--- src/rtl/auth_chk_pkg.sv ---
package auth_chk_pkg;

    localparam int unsigned ENTRY_BITS       = 2;
    localparam int unsigned BYTE_BITS        = 8;
    localparam int unsigned ENTRIES_PER_BYTE = BYTE_BITS / ENTRY_BITS;
    localparam int unsigned SEL_BITS         = $clog2(ENTRIES_PER_BYTE);
    localparam int unsigned LEN_GRAN_BITS    = 4;

    localparam logic [BYTE_BITS-1:0] MASK_PRIMARY   = 8'h80;
    localparam logic [BYTE_BITS-1:0] MASK_SECONDARY = 8'h40;

    typedef enum logic [1:0] {
        ST_IDLE,
        ST_CHECK,
        ST_FETCH
    } auth_state_e;

    typedef enum logic [1:0] {
        OUT_NONE,
        OUT_GRANT,
        OUT_DENY,
        OUT_FAULT
    } auth_outcome_e;

    // Move the selected pair to the top of the byte, then test one bit of it
    function automatic logic entry_bit_set(
        input logic [BYTE_BITS-1:0] tbl_byte,
        input logic [SEL_BITS-1:0]  sel,
        input logic                 secondary
    );
        logic [BYTE_BITS-1:0] aligned;
        aligned = tbl_byte << {sel, 1'b0};
        return |(aligned & (secondary ? MASK_SECONDARY : MASK_PRIMARY));
    endfunction

endpackage

--- src/rtl/auth_addr_unit.sv ---
module auth_addr_unit
    import auth_chk_pkg::*;
#(
    parameter int unsigned ADDR_W = 31,
    parameter int unsigned IDX_W  = 16,
    parameter int unsigned LEN_W  = 16,
    parameter int unsigned BLK_W  = 12
) (
    input  logic [IDX_W-1:0]  idx,
    input  logic [ADDR_W-1:0] origin,
    input  logic [LEN_W-1:0]  len,
    input  logic [ADDR_W-1:0] limit,
    input  logic [ADDR_W-1:0] prefix,
    output logic              len_fail,
    output logic              limit_fail,
    output logic [ADDR_W-1:0] byte_addr,
    output logic [ADDR_W-1:0] abs_addr
);
    localparam int unsigned CMP_W = (IDX_W > LEN_W) ? IDX_W : LEN_W;
    localparam int unsigned PG_W  = ADDR_W - BLK_W;

    logic [IDX_W-1:0]  idx_coarse;
    logic [CMP_W-1:0]  idx_cmp;
    logic [CMP_W-1:0]  len_cmp;
    logic [PG_W-1:0]   blk_num;
    logic [PG_W-1:0]   pfx_num;

    always_comb begin
        idx_coarse = {idx[IDX_W-1:LEN_GRAN_BITS], {LEN_GRAN_BITS{1'b0}}};
        idx_cmp    = CMP_W'(idx_coarse);
        len_cmp    = CMP_W'(len);
        len_fail   = idx_cmp > len_cmp;
    end

    // The sum is ADDR_W bits wide, so any carry out of the top bit is lost
    always_comb begin
        byte_addr  = origin + ADDR_W'(idx >> SEL_BITS);
        limit_fail = byte_addr > limit;
    end

    // Prefixing: exchange block zero with the prefix block
    always_comb begin
        blk_num = byte_addr[ADDR_W-1:BLK_W];
        pfx_num = prefix[ADDR_W-1:BLK_W];
        if (blk_num == '0)
            abs_addr = {pfx_num, byte_addr[BLK_W-1:0]};
        else if (blk_num == pfx_num)
            abs_addr = {{PG_W{1'b0}}, byte_addr[BLK_W-1:0]};
        else
            abs_addr = byte_addr;
    end

endmodule

--- src/rtl/auth_entry_test.sv ---
module auth_entry_test
    import auth_chk_pkg::*;
(
    input  logic [BYTE_BITS-1:0] tbl_byte,
    input  logic [SEL_BITS-1:0]  sel,
    input  logic                 secondary,
    output logic                 pass
);
    always_comb pass = entry_bit_set(tbl_byte, sel, secondary);
endmodule

--- src/rtl/auth_entry_check.sv ---
module auth_entry_check
    import auth_chk_pkg::*;
#(
    parameter int unsigned ADDR_W = 31,
    parameter int unsigned IDX_W  = 16,
    parameter int unsigned LEN_W  = 16,
    parameter int unsigned BLK_W  = 12
) (
    input  logic              clk,
    input  logic              rst,
    input  logic              start,
    input  logic [IDX_W-1:0]  auth_idx,
    input  logic [ADDR_W-1:0] tbl_origin,
    input  logic [LEN_W-1:0]  tbl_len,
    input  logic              sel_secondary,
    input  logic [ADDR_W-1:0] stor_limit,
    input  logic [ADDR_W-1:0] prefix_base,
    output logic              busy,
    output logic              done,
    output logic              granted,
    output logic              denied,
    output logic              addr_fault,
    output logic              mem_rd_req,
    output logic [ADDR_W-1:0] mem_rd_addr,
    input  logic              mem_rd_valid,
    input  logic [7:0]        mem_rd_data,
    output logic              ref_set,
    output logic [ADDR_W-1:0] ref_addr
);
    typedef struct packed {
        logic [IDX_W-1:0]  idx;
        logic [ADDR_W-1:0] origin;
        logic [LEN_W-1:0]  len;
        logic              secondary;
        logic [ADDR_W-1:0] limit;
        logic [ADDR_W-1:0] prefix;
    } auth_req_t;

    auth_state_e   state_q;
    auth_outcome_e outcome_q;
    auth_req_t     req_q;
    logic          ref_set_q;
    logic [ADDR_W-1:0] ref_addr_q;

    logic              len_fail;
    logic              limit_fail;
    logic [ADDR_W-1:0] byte_addr;
    logic [ADDR_W-1:0] abs_addr;
    logic              entry_pass;

    auth_addr_unit #(
        .ADDR_W(ADDR_W), .IDX_W(IDX_W), .LEN_W(LEN_W), .BLK_W(BLK_W)
    ) u_addr (
        .idx        (req_q.idx),
        .origin     (req_q.origin),
        .len        (req_q.len),
        .limit      (req_q.limit),
        .prefix     (req_q.prefix),
        .len_fail   (len_fail),
        .limit_fail (limit_fail),
        .byte_addr  (byte_addr),
        .abs_addr   (abs_addr)
    );

    auth_entry_test u_test (
        .tbl_byte  (mem_rd_data),
        .sel       (req_q.idx[SEL_BITS-1:0]),
        .secondary (req_q.secondary),
        .pass      (entry_pass)
    );

    always_ff @(posedge clk) begin
        if (rst) begin
            state_q    <= ST_IDLE;
            outcome_q  <= OUT_NONE;
            req_q      <= '0;
            ref_set_q  <= 1'b0;
            ref_addr_q <= '0;
        end else begin
            outcome_q <= OUT_NONE;
            ref_set_q <= 1'b0;
            unique case (state_q)
                ST_IDLE: begin
                    if (start) begin
                        req_q.idx       <= auth_idx;
                        req_q.origin    <= tbl_origin;
                        req_q.len       <= tbl_len;
                        req_q.secondary <= sel_secondary;
                        req_q.limit     <= stor_limit;
                        req_q.prefix    <= prefix_base;
                        state_q         <= ST_CHECK;
                    end
                end
                ST_CHECK: begin
                    if (len_fail) begin
                        outcome_q <= OUT_DENY;
                        state_q   <= ST_IDLE;
                    end else if (limit_fail) begin
                        outcome_q <= OUT_FAULT;
                        state_q   <= ST_IDLE;
                    end else begin
                        state_q   <= ST_FETCH;
                    end
                end
                ST_FETCH: begin
                    if (mem_rd_valid) begin
                        outcome_q  <= entry_pass ? OUT_GRANT : OUT_DENY;
                        ref_set_q  <= 1'b1;
                        ref_addr_q <= abs_addr;
                        state_q    <= ST_IDLE;
                    end
                end
                default: state_q <= ST_IDLE;
            endcase
        end
    end

    always_comb begin
        busy        = (state_q != ST_IDLE);
        granted     = (outcome_q == OUT_GRANT);
        denied      = (outcome_q == OUT_DENY);
        addr_fault  = (outcome_q == OUT_FAULT);
        done        = (outcome_q != OUT_NONE);
        mem_rd_req  = (state_q == ST_FETCH);
        mem_rd_addr = abs_addr;
        ref_set     = ref_set_q;
        ref_addr    = ref_addr_q;
    end

    AST_LEN_NO_FETCH: assert property (@(posedge clk) disable iff (rst)
        (state_q == ST_CHECK && len_fail) |=> (denied && !mem_rd_req));

    AST_LIMIT_FAULT: assert property (@(posedge clk) disable iff (rst)
        (state_q == ST_CHECK && !len_fail && limit_fail) |=> (addr_fault && !mem_rd_req && !ref_set));

    AST_REF_WITH_DONE: assert property (@(posedge clk) disable iff (rst)
        ref_set |-> (done && !addr_fault));

    AST_REF_ADDR_READ: assert property (@(posedge clk) disable iff (rst)
        ref_set |-> (ref_addr == $past(mem_rd_addr)));

    AST_DONE_PULSE: assert property (@(posedge clk) disable iff (rst)
        done |=> !done);

    AST_FETCH_HOLD: assert property (@(posedge clk) disable iff (rst)
        (mem_rd_req && !mem_rd_valid) |=> (mem_rd_req && $stable(mem_rd_addr)));

    AST_DONE_IDLE: assert property (@(posedge clk) disable iff (rst)
        done |-> !busy);

endmodule

--- config.mk ---
export PLATFORM = sky130hd
export DESIGN_NAME = auth_entry_check
export DESIGN_NICKNAME = d
export VERILOG_FILES = /design/src/rtl/auth_chk_pkg.sv /design/src/rtl/auth_addr_unit.sv /design/src/rtl/auth_entry_test.sv /design/src/rtl/auth_entry_check.sv
export SDC_FILE = /design/constraint.sdc
export NUM_CORES = 1
export LEC_CHECK = 0
export CAP_MARGIN = 40
export CORE_MARGIN = 3
export CORE_UTILIZATION = 43
export CTS_BUF_LIST = sky130_fd_sc_hd__clkbuf_2
export DETAILED_ROUTE_END_ITERATION = 10
export HOLD_SLACK_MARGIN = 0.15
export PLACE_DENSITY = 0.81
export SKIP_LAST_GASP = 1
export SLEW_MARGIN = 20
export SYNTH_ARGS = -nofsm -noshare
export SYNTH_HDL_FRONTEND = slang
export SYNTH_SLANG_ARGS = --single-unit
export TNS_END_PERCENT = 5
--- constraint.sdc ---
create_clock -name clk -period 5.3 [get_ports clk]
set_input_delay 1.325 -clock clk [delete_from_list [all_inputs] [get_ports clk]]
set_output_delay 1.325 -clock clk [all_outputs]
set_load 0.01 [all_outputs]
==> results.cfg <==
[power]
power_switching_share_pct = 37.0
netSwitchingPower_uw = 1080
portion_of_total_power_attributed_to_sequential_cells_pct = 43.6
max-vdd-ir-drop_mv = 0.170
static_leakage_uw = 0.00510
internal_power_uw = 1840
combinationalPowerShare_pct = 35.9
power_density_nw_per_um2 = 231
clock_share_of_power_pct = 20.5

[clock_tree]
clk-insertion-delay-late_ns = 0.77
numCtsBuffers = 17
cts.htree.levels = 4
cts_max_path_buffers = 2
cts.sinks = 150
cts_tree = done
clk_pin_slew_worst_paths_ns = 0.23
cts-root-buf = clkbuf_2

[critical_path]
setup.reg_to_reg.worst_slack_ns = 0.76
worstReg2RegEnd = state_q[1]
crit_path_end_kind = output port
critical_path.startpoint_type = register
critPathKind = reg -> out
critical_path_arrival_ns = 4.48
critical_path.reg2reg.startpoint = req_q[79]
worstPathMaxFanout = 5
cp_cell_sequence = ha_4, inv_2, fa_2, nand2b_4, a21oi_2, buf_6, o21ai_4, buf_4, a31oi_4, mux2i_1, nor4_1, or4b_4, or4_4, a22o_1, buf_2
timing.reg2reg.worst_path_depth = 24
crit_path_max_incr_delay_ns = 0.60
slowest_stage = or4_4
wp_data_required_ns = 3.97

[global_routing]
maximum_number_of_pins_on_one_net_before_global_route_repair = 75
number_of_global_route_vias_before_repair = 9433
grt_pass1_wl_um = 47500
grt_use_met2_pct = 45.8
global_route.peak_usage_layer = met2
groute.layer.met1.usage_pct = 31.6
grt_overflow_total = 0
antenna_found_initial = 1
global_route.usage.met3_pct = 7.15
grt_util_overall_pct = 26.5

[floorplan]
ios = 207
std_cell_rows = 51
chipWidth_um = 150
fp.dieArea_um2 = 22400
initial_utilization_pct = 44.7
die_y_extent_um = 150
design.core.area_um2 = 19800

[yosys]
yosys.area_share.xor_xnor_pct = 3.82
avgSynthCellArea_um2 = 7.67
synth_top_family_by_area = simple AND/OR/NAND/NOR gates
yosys.area_share.adder_pct = 8.68
area_share_of_and_or_nand_nor_cells_after_synthesis_pct = 24.0
syn-instance-count = 1158
ys_ff_latch = 150
synth_enable_flop_cells = 0
mapped_cell_area_um2 = 8880
synth_async_reset_ratio_pct = 0
mux_contribution_to_synthesized_area_pct = 0.860
syn_nets = 1357
yosys.cell_types.count = 80
synth_sequential_area_ratio_pct = 33.8
synth_top_flop_cell = dfxtp_1
synth_compound_gate_area_share_pct = 22.8
ys.warnings.count = 0

[timing]
fin_crit_sh_pct = 109
slew_headroom_pct = 46.7
finalHoldViolCount = 0
fmax_mhz = 172
unrepaired_setup_endpoints_after_global_routing = yes
fin_worst_hold_slack_ns = 0.466
number_of_pins_with_negative_max_slew_slack_in_the_final_report = 0
worst_slack_ns = -0.503
timing.final.crit_period_ns = 5.80
final.setup_skew_ns = 0.0572
timing_worst_slew_pin_value_ns = 0.800
timing.final.setup_violations = 19

[routing]
wl_per_cell_um = 17.6
drt-vias-per-instance = 5.56
number_of_nets_still_failing_antenna_checks_after_routing = 0
drt_pre_antenna_iters = 7
post_detailed_routing_wire_length_um = 30600
routed-via-count = 9663
number_of_remaining_drc_errors = 0
detail_route.iter0.violations = 594

[finish]
area_growth_pct = 42.2
layout_common_cells = nand2_1, clkdlybuf4s50_1, a21oi_1
post_route_cells_drive_above_1_share_pct = 20.4
mostFrequentLayoutCell = nand2_1
final_cells = 1738
layout.filler_cells = 1670
nNetsFinal = 1659
diodes_inserted = 0
design_area_um2 = 12600

[flow_run]
drv.max_cap_violation_count = 0

[worst_hold_path]
worst_hold_path.endpoint = req_q[63]
min-delay-path-class = reg -> reg
hold_start = req_q[63]
hold_path_cell_cnt = 2

[placed_design]
placer_congestion = 0.929
portBuffers = 194
place_area_um2 = 11900
dp.cells = 1679
post-dp-hpwl_um = 22500

[run_status]
violations_in_the_final_reports = negative setup slack
status = finished, violations left
-- cells by family after synthesis --
logic type | after synthesis
AO/OA/AOI/OAI | 322
adder cells (fa/ha/maj) | 61
flip-flops | 150
multiplexers | 5
XOR/XNOR | 37
buffers and inverters | 131
AND/OR/NAND/NOR | 452
-- power groups by stage --
stage | registers [µW] | logic, µW | clock network (µW)
2_1_floorplan | 1270 | 542 | 0
3_3_place_gp | 1280 | 942 | 0
3_5_place_dp | 1280 | 970 | 0
4_1_cts | 1260 | 999 | 609
5_1_grt | 1280 | 1140 | 654
6_report | 1270 | 1050 | 600
-- metal layers --
| layer | vias up | wire length (µm) |
|---|---|---|
| met5 | - | 16 |
| met4 | 2 | 786 |
| met3 | 66 | 2550 |
| met2 | 419 | 14900 |
| met1 | 4559 | 12400 |
| li1 | 4617 | - |
-- cells in the mapped netlist, types with 5 or more instances --
master | instances | area (µm²)
a211oi_1 | 8 | 60.1
a21o_1 | 21 | 158
a21oi_1 | 157 | 786
a22o_1 | 20 | 175
a31oi_1 | 5 | 31.3
a41oi_1 | 19 | 166
and2_1 | 25 | 156
and4_1 | 8 | 70.1
buf_1 | 11 | 41.3
buf_2 | 12 | 60.1
clkbuf_1 | 40 | 150
dfxtp_1 | 150 | 3000
ha_1 | 60 | 751
inv_1 | 64 | 240
nand2_1 | 302 | 1130
nand2b_1 | 8 | 50.1
nand3_1 | 10 | 50.1
nand4_1 | 20 | 125
nor2_1 | 20 | 75.1
nor2b_1 | 13 | 81.3
nor3_1 | 5 | 25.0
o211ai_1 | 9 | 67.6
o21a_1 | 9 | 67.6
o21ai_0 | 37 | 185
o21ai_1 | 5 | 25.0
or3_1 | 5 | 31.3
or4_1 | 5 | 37.5
xnor2_1 | 22 | 193
xor2_1 | 14 | 123
-- worst max-delay path by stage --
stage,slack (ns),start,endpoint
global route,-0.67,req_q[79],mem_rd_addr[13]
finish,-0.50,req_q[79],mem_rd_addr[12]
global placement,-0.33,req_q[79],mem_rd_addr[30]
floorplan,0.22,req_q[79],mem_rd_addr[14]
detailed placement,-0.35,req_q[79],mem_rd_addr[30]
CTS,-0.70,req_q[112],mem_rd_addr[13]
-- final cells by class --
cell class                 instances  area [µm²]  area share, %
timing repair buffer             347        3050           24.2
clock buffer                      17        85.1          0.674
sequential                       150        3020           23.9
tap                              265         332           2.63
clock inverter                    15         118          0.932
inverter                          64         240           1.90
multi-input combinational        880        5780           45.8
-- critical path: cells and delay by family (launching register included) --
family | cells | cell delay, ns
AO/OA/AOI/OAI | 4 | 0.67
adder cells (fa/ha/maj) | 2 | 0.47
buffers and inverters | 4 | 0.50
flip-flops | 1 | 0.41
multiplexers | 1 | 0.11
AND/OR/NAND/NOR | 4 | 1.57
-- flip-flops by register name (all words and copies together), names as in the netlist --
name       count
state_q        2
outcome_q      2
ref_set        1
ref_addr      31
req_q        114
-- repair_timing --
| action | CTS | global route |
|---|---|---|
| pin swaps | 19 | 37 |
| endpoints found under the setup margin | 19 | 20 |
| gates cloned | 4 | 0 |
| gates resized for setup | 92 | 65 |
| buffers inserted | 13 | 10 |
| hold buffers | 0 | 0 |
| hold endpoints to repair | 0 | 0 |
-- metrics by stage --
| step | util, % | power, µW | setup WS (ns) | setup TNS (ns) |
|---|---|---|---|---|
| 2_1_floorplan | - | 1810 | 0.225 | 0 |
| 3_3_place_gp | 59.6 | 2220 | -0.330 | -5.21 |
| 6_report | 63.6 | 2920 | -0.503 | -8.37 |
| 4_1_cts | 62.2 | 2870 | -0.702 | -12.71 |
| 5_1_grt | 63.6 | 3080 | -0.670 | -12.10 |
| 3_5_place_dp | 59.8 | 2260 | -0.351 | -5.62 |
No activity file was read; power rests on OpenSTA's default activity.
